$ cat src/rtl/burst_seq_sleep.sv
module burst_seq_sleep #(
  parameter int ADDR_W  = 20,
  parameter int REC_CYC = 4
) (
  input  logic              clk,
  input  logic              rst_n,
  input  logic              cs,
  input  logic              ads_n,
  input  logic              adv_n,
  input  logic              burst_ilv,
  input  logic [ADDR_W-1:0] addr_in,
  input  logic              sleep_req,
  output logic [ADDR_W-1:0] mem_addr,
  output logic              asleep,
  output logic              acc_en,
  output logic              proto_err
);
  localparam int CW = $clog2(REC_CYC + 1);

  typedef enum logic [1:0] {ST_IDLE, ST_ENTER, ST_SLEEP, ST_EXIT} pst_t;

  pst_t              st;
  logic [1:0]        zz_sync;
  logic [CW-1:0]     rec_cnt;
  logic [ADDR_W-3:0] hi_q;
  logic [1:0]        lo0_q, beat_q, lo_now;
  logic              act_q;

  wire strobe    = cs & ~ads_n;
  wire acc_start = strobe && (st == ST_IDLE);
  wire zz        = zz_sync[1];

  always_ff @(posedge clk) begin
    if (!rst_n) zz_sync <= '0;
    else        zz_sync <= {zz_sync[0], sleep_req};
  end

  always_ff @(posedge clk) begin
    if (!rst_n) begin
      st      <= ST_IDLE;
      rec_cnt <= '0;
    end else begin
      case (st)
        ST_IDLE:  if (zz) st <= ST_ENTER;
        ST_ENTER: st <= ST_SLEEP;
        ST_SLEEP: if (!zz) begin
                    st      <= ST_EXIT;
                    rec_cnt <= CW'(REC_CYC - 1);
                  end
        default:  if (zz) st <= ST_ENTER;
                  else if (rec_cnt == '0) st <= ST_IDLE;
                  else rec_cnt <= rec_cnt - 1'b1;
      endcase
    end
  end

  always_ff @(posedge clk) begin
    if (!rst_n) begin
      hi_q   <= '0;
      lo0_q  <= '0;
      beat_q <= '0;
      act_q  <= 1'b0;
    end else if (acc_start) begin
      hi_q   <= addr_in[ADDR_W-1:2];
      lo0_q  <= addr_in[1:0];
      beat_q <= '0;
      act_q  <= 1'b1;
    end else begin
      if (st != ST_IDLE)     act_q  <= 1'b0;
      if (act_q && !adv_n)   beat_q <= beat_q + 2'd1;
    end
  end

  always_ff @(posedge clk) begin
    if (!rst_n) proto_err <= 1'b0;
    else        proto_err <= strobe && (st != ST_IDLE);
  end

  assign lo_now   = burst_ilv ? (lo0_q ^ beat_q) : (lo0_q + beat_q);
  assign mem_addr = {hi_q, lo_now};
  assign asleep   = (st == ST_SLEEP);
  assign acc_en   = act_q && (st == ST_IDLE);

  logic chk_ok;
  always_ff @(posedge clk) chk_ok <= rst_n;

  AST_BEAT_STEP: assert property (@(posedge clk) disable iff (!rst_n || !chk_ok)
    ($past(act_q) && !$past(adv_n) && !$past(acc_start)) |-> beat_q == $past(beat_q) + 2'd1)
    else $error("beat did not step");
  AST_BEAT_HOLD: assert property (@(posedge clk) disable iff (!rst_n || !chk_ok)
    ($past(adv_n) && !$past(acc_start)) |-> $stable(beat_q))
    else $error("beat moved without advance");
  AST_UPPER_FIXED: assert property (@(posedge clk) disable iff (!rst_n || !chk_ok)
    !$past(acc_start) |-> $stable(mem_addr[ADDR_W-1:2]))
    else $error("upper address moved mid-burst");
  AST_ENTER_SLEEP: assert property (@(posedge clk) disable iff (!rst_n)
    (st == ST_ENTER) |=> asleep)
    else $error("enter did not reach sleep");
  AST_NO_ACC_ASLEEP: assert property (@(posedge clk) disable iff (!rst_n)
    asleep |-> !acc_en)
    else $error("access enabled while asleep");
  AST_EXIT_END: assert property (@(posedge clk) disable iff (!rst_n)
    (st == ST_EXIT && rec_cnt == '0 && !zz) |=> (st == ST_IDLE))
    else $error("recovery did not end");
  AST_ERR_CAUSE: assert property (@(posedge clk) disable iff (!rst_n || !chk_ok)
    proto_err |-> ($past(strobe) && !$past(acc_start)))
    else $error("spurious protocol error");
endmodule

$ cat config.mk
export PLATFORM = sky130hd
export DESIGN_NAME = burst_seq_sleep
export DESIGN_NICKNAME = d
export VERILOG_FILES = /design/src/rtl/burst_seq_sleep.sv
export SDC_FILE = /design/constraint.sdc
export NUM_CORES = 1
export LEC_CHECK = 0
export CAP_MARGIN = 30
export CORE_ASPECT_RATIO = 1.25
export CORE_MARGIN = 4
export CORE_UTILIZATION = 50
export DETAILED_ROUTE_END_ITERATION = 8
export DONT_BUFFER_PORTS = 1
export GPL_ROUTABILITY_DRIVEN = 0
export PLACE_DENSITY = 0.73
export SLEW_MARGIN = 5
export SYNTH_ARGS = -nofsm -noshare
export SYNTH_HDL_FRONTEND = slang
export SYNTH_SLANG_ARGS = --single-unit
$ cat constraint.sdc
create_clock -name clk -period 3 [get_ports clk]
set_input_delay 0.6 -clock clk [delete_from_list [all_inputs] [get_ports clk]]
set_output_delay 0.6 -clock clk [all_outputs]
set_load 0.05 [all_outputs]
==> impl_metrics.tcl <==
set metrics [dict create \
    status "complete, no violations" \
    final_cell_mix "nand2_1, dfxtp_1, a21boi_0, ha_1" \
    setup_tns_ps 0 \
    clk_pin_slew_ps 90 \
    clkSinkCount 31 \
    htreeDepth 2 \
    finalHoldViolations 0 \
    crit_path_end_kind "primary output" \
    hold_path_class "input pin to register" \
    io_buffer_count 0 \
    core_region_area_mm2 0.00250 \
    antenna_found_initial 0 \
    ys.flop_type "dfxtp_1" \
    io_pins 50 \
    num_antenna_cells 0 \
    routedWlPerCell_um 13.1 \
    synth_xor_area_share_pct 2.62 \
    r2r-end "st[1]" \
    synthAdderAreaFrac_pct 7.48 \
    synthTopCellsByArea "dfxtp_1, nand2_1, a21boi_0" \
    path_max_fanout 7 \
    vias 962 \
    dp_cells 176 \
    setup_viol 0 \
    hold_path_depth 1 \
    r2r_cells 5 \
    crit_path_start_kind "register" \
    synthesis.area_mm2 0.00134 \
    grtUsageTotal_pct 15.4 \
    max_slew_margin_pct 48.8 \
    rrSetupSlack_ps 1180 \
    overflow 0 \
    peakVddDrop_mv 0.469 \
    yosys-mux-area-fraction_pct 1.50 \
    hpwl_um 1810 \
    cts_max_path_buffers 2 \
    die_h_um 65.8 \
    max_freq_mhz 494 \
    synthSimpleGateAreaFrac_pct 22.6 \
    start_util_pct 53.5 \
    vias_per_cell 5.26 \
    rsz0062_at_grt "no" \
    ctsHoldBuffers 0 \
    power_density_mw_per_mm2 762 \
    route.detailed.drc 0 \
    cts_tree "done" \
    worst_clock_skew_ps 2.92 \
    synth_compound_area_share_pct 16.0 \
    numCtsBuffers 5 \
    synth_top_area_share_pct 46.4 \
    layout_commonest_cell "nand2_1" \
    grt_start_max_net_pins 33 \
    max_cap_viol_count 0 \
    area_growth_pct 5.89 \
    grt_pass1_vias 902 \
    holdPathEnd "act_q" \
    drv_slew 0 \
    synthArstFlopShare_pct 0 \
    synth_edf_count 0 \
    avgSynthCellArea_um2 8.98 \
    worst_pin_slew_ps 766 \
    cts_root_buf "clkbuf_4" \
    ant_nets 0 \
    first_pass_iters 3 \
    leakage_nw 0.516 \
    period_minus_slack_ps 2020 \
    fin_crit_sh_pct 67.4 \
    synth_top_area_cell "dfxtp_1" \
    rows 20 \
    crit_type "register to primary output" \
    fin_cells 183 \
    ys_seq_elements 31 \
    die_w_um 54.3 \
    synth_top_family_by_area "simple AND/OR/NAND/NOR gates" \
    cts_resized 0 \
    hp-start "rst_n" \
    grt_first_pass_wirelength_um 3950 \
    dieArea_mm2 0.00357 \
    reg2reg_from "st[0]" \
    drt-initial-drc-count 38 \
    wl_um 2400 \
    syn_inst 149 \
    clock_latency_ps 320 \
    drive_above_1_share_pct 9.33 \
    synth_nets 184 \
    cp.arrival_ps 1420 \
    layout.nets 185 \
    yosys_warnings 0 \
    synth_seq_area_share_pct 46.4 \
    ys_types 29 \
    cp.required_ps 2400 \
    cts_post_setup_buffers_inserted 0 \
]
[routing by layer]
layer	GRT usage (%)	share of wire, %	vias up
met2	23.2	46	40
met3	9.26	15	6
met5	0	0	-
met4	7.48	1.9	0
li1	-	-	496
met1	16.6	37	420
[registers in the layout, indices dropped and copies added (netlist names)]
name       cells
act_q          1
hi_q          18
zz_sync        2
beat_q         2
st             2
rec_cnt        3
proto_err      1
lo0_q          2
[stage by stage]
| step | total power [mW] | cell area, µm² | utilization, % | setup WS, ps | hold WS, ps |
|---|---|---|---|---|---|
| 2_1_floorplan | 0.813 | 1340 | - | 944 | 412 |
| 3_3_place_gp | 0.841 | 1360 | 54.4 | 1280 | 413 |
| 3_5_place_dp | 0.856 | 1360 | 54.4 | 1160 | 440 |
| 4_1_cts | 1.10 | 1420 | 56.6 | 931 | 377 |
| 5_1_grt | 1.16 | 1420 | 56.6 | 858 | 369 |
| 6_report | 1.08 | 1420 | 56.6 | 978 | 401 |
[report_power, final]
group	internal [mW]	switching, mW
Combinational	0.100	0.162
Sequential	0.458	0.121
Clock	0.108	0.130
[critical path, cell delays in order, from the launching register on]
cell     delay, ps
dfxtp_1        350
inv_1          110
ha_1           280
and2_2         370
[synth_stat cells, drive strengths merged (2+ instances only)]
library cell,n
mux2i,2
ha,8
o21ai,2
nand3b,2
nand2b,3
nand2,44
dfxtp,31
xnor2,3
a21boi,21
nor2b,2
nor2,3
inv,5
clkbuf,7
and2,3
or3,2
[layout make-up]
class                           count  area, µm²
Clock buffer                        6       51.3
Clock inverter                      1       5.00
Fill cell                         240       1090
Inverter                            5       18.8
Multi-Input combinational cell    106        672
Sequential cell                    31        621
Tap cell                           33       41.3
Timing Repair Buffer                1       7.51
[cell families after synthesis]
kind of cell               Yosys count
adders and majority gates            8
DFF                                 31
xor gates and xnor gates             4
muxes                                2
buffers and inverters               12
AOI/OAI and AO/OA                   28
and+or+nand+nor                     64
[how the worst max path moves through the flow]
stage / end / cells past startpoint / slack (ps) / from
2_1_floorplan: mem_addr[1] / 2 / 940 / burst_ilv
3_3_place_gp: rec_cnt[2] / 5 / 1280 / st[0]
3_5_place_dp: st[1] / 5 / 1160 / st[0]
4_1_cts: acc_en / 3 / 930 / st[0]
5_1_grt: acc_en / 3 / 860 / st[0]
6_report: acc_en / 3 / 980 / st[0]
Note: power is estimated with default switching activity, not from simulation.
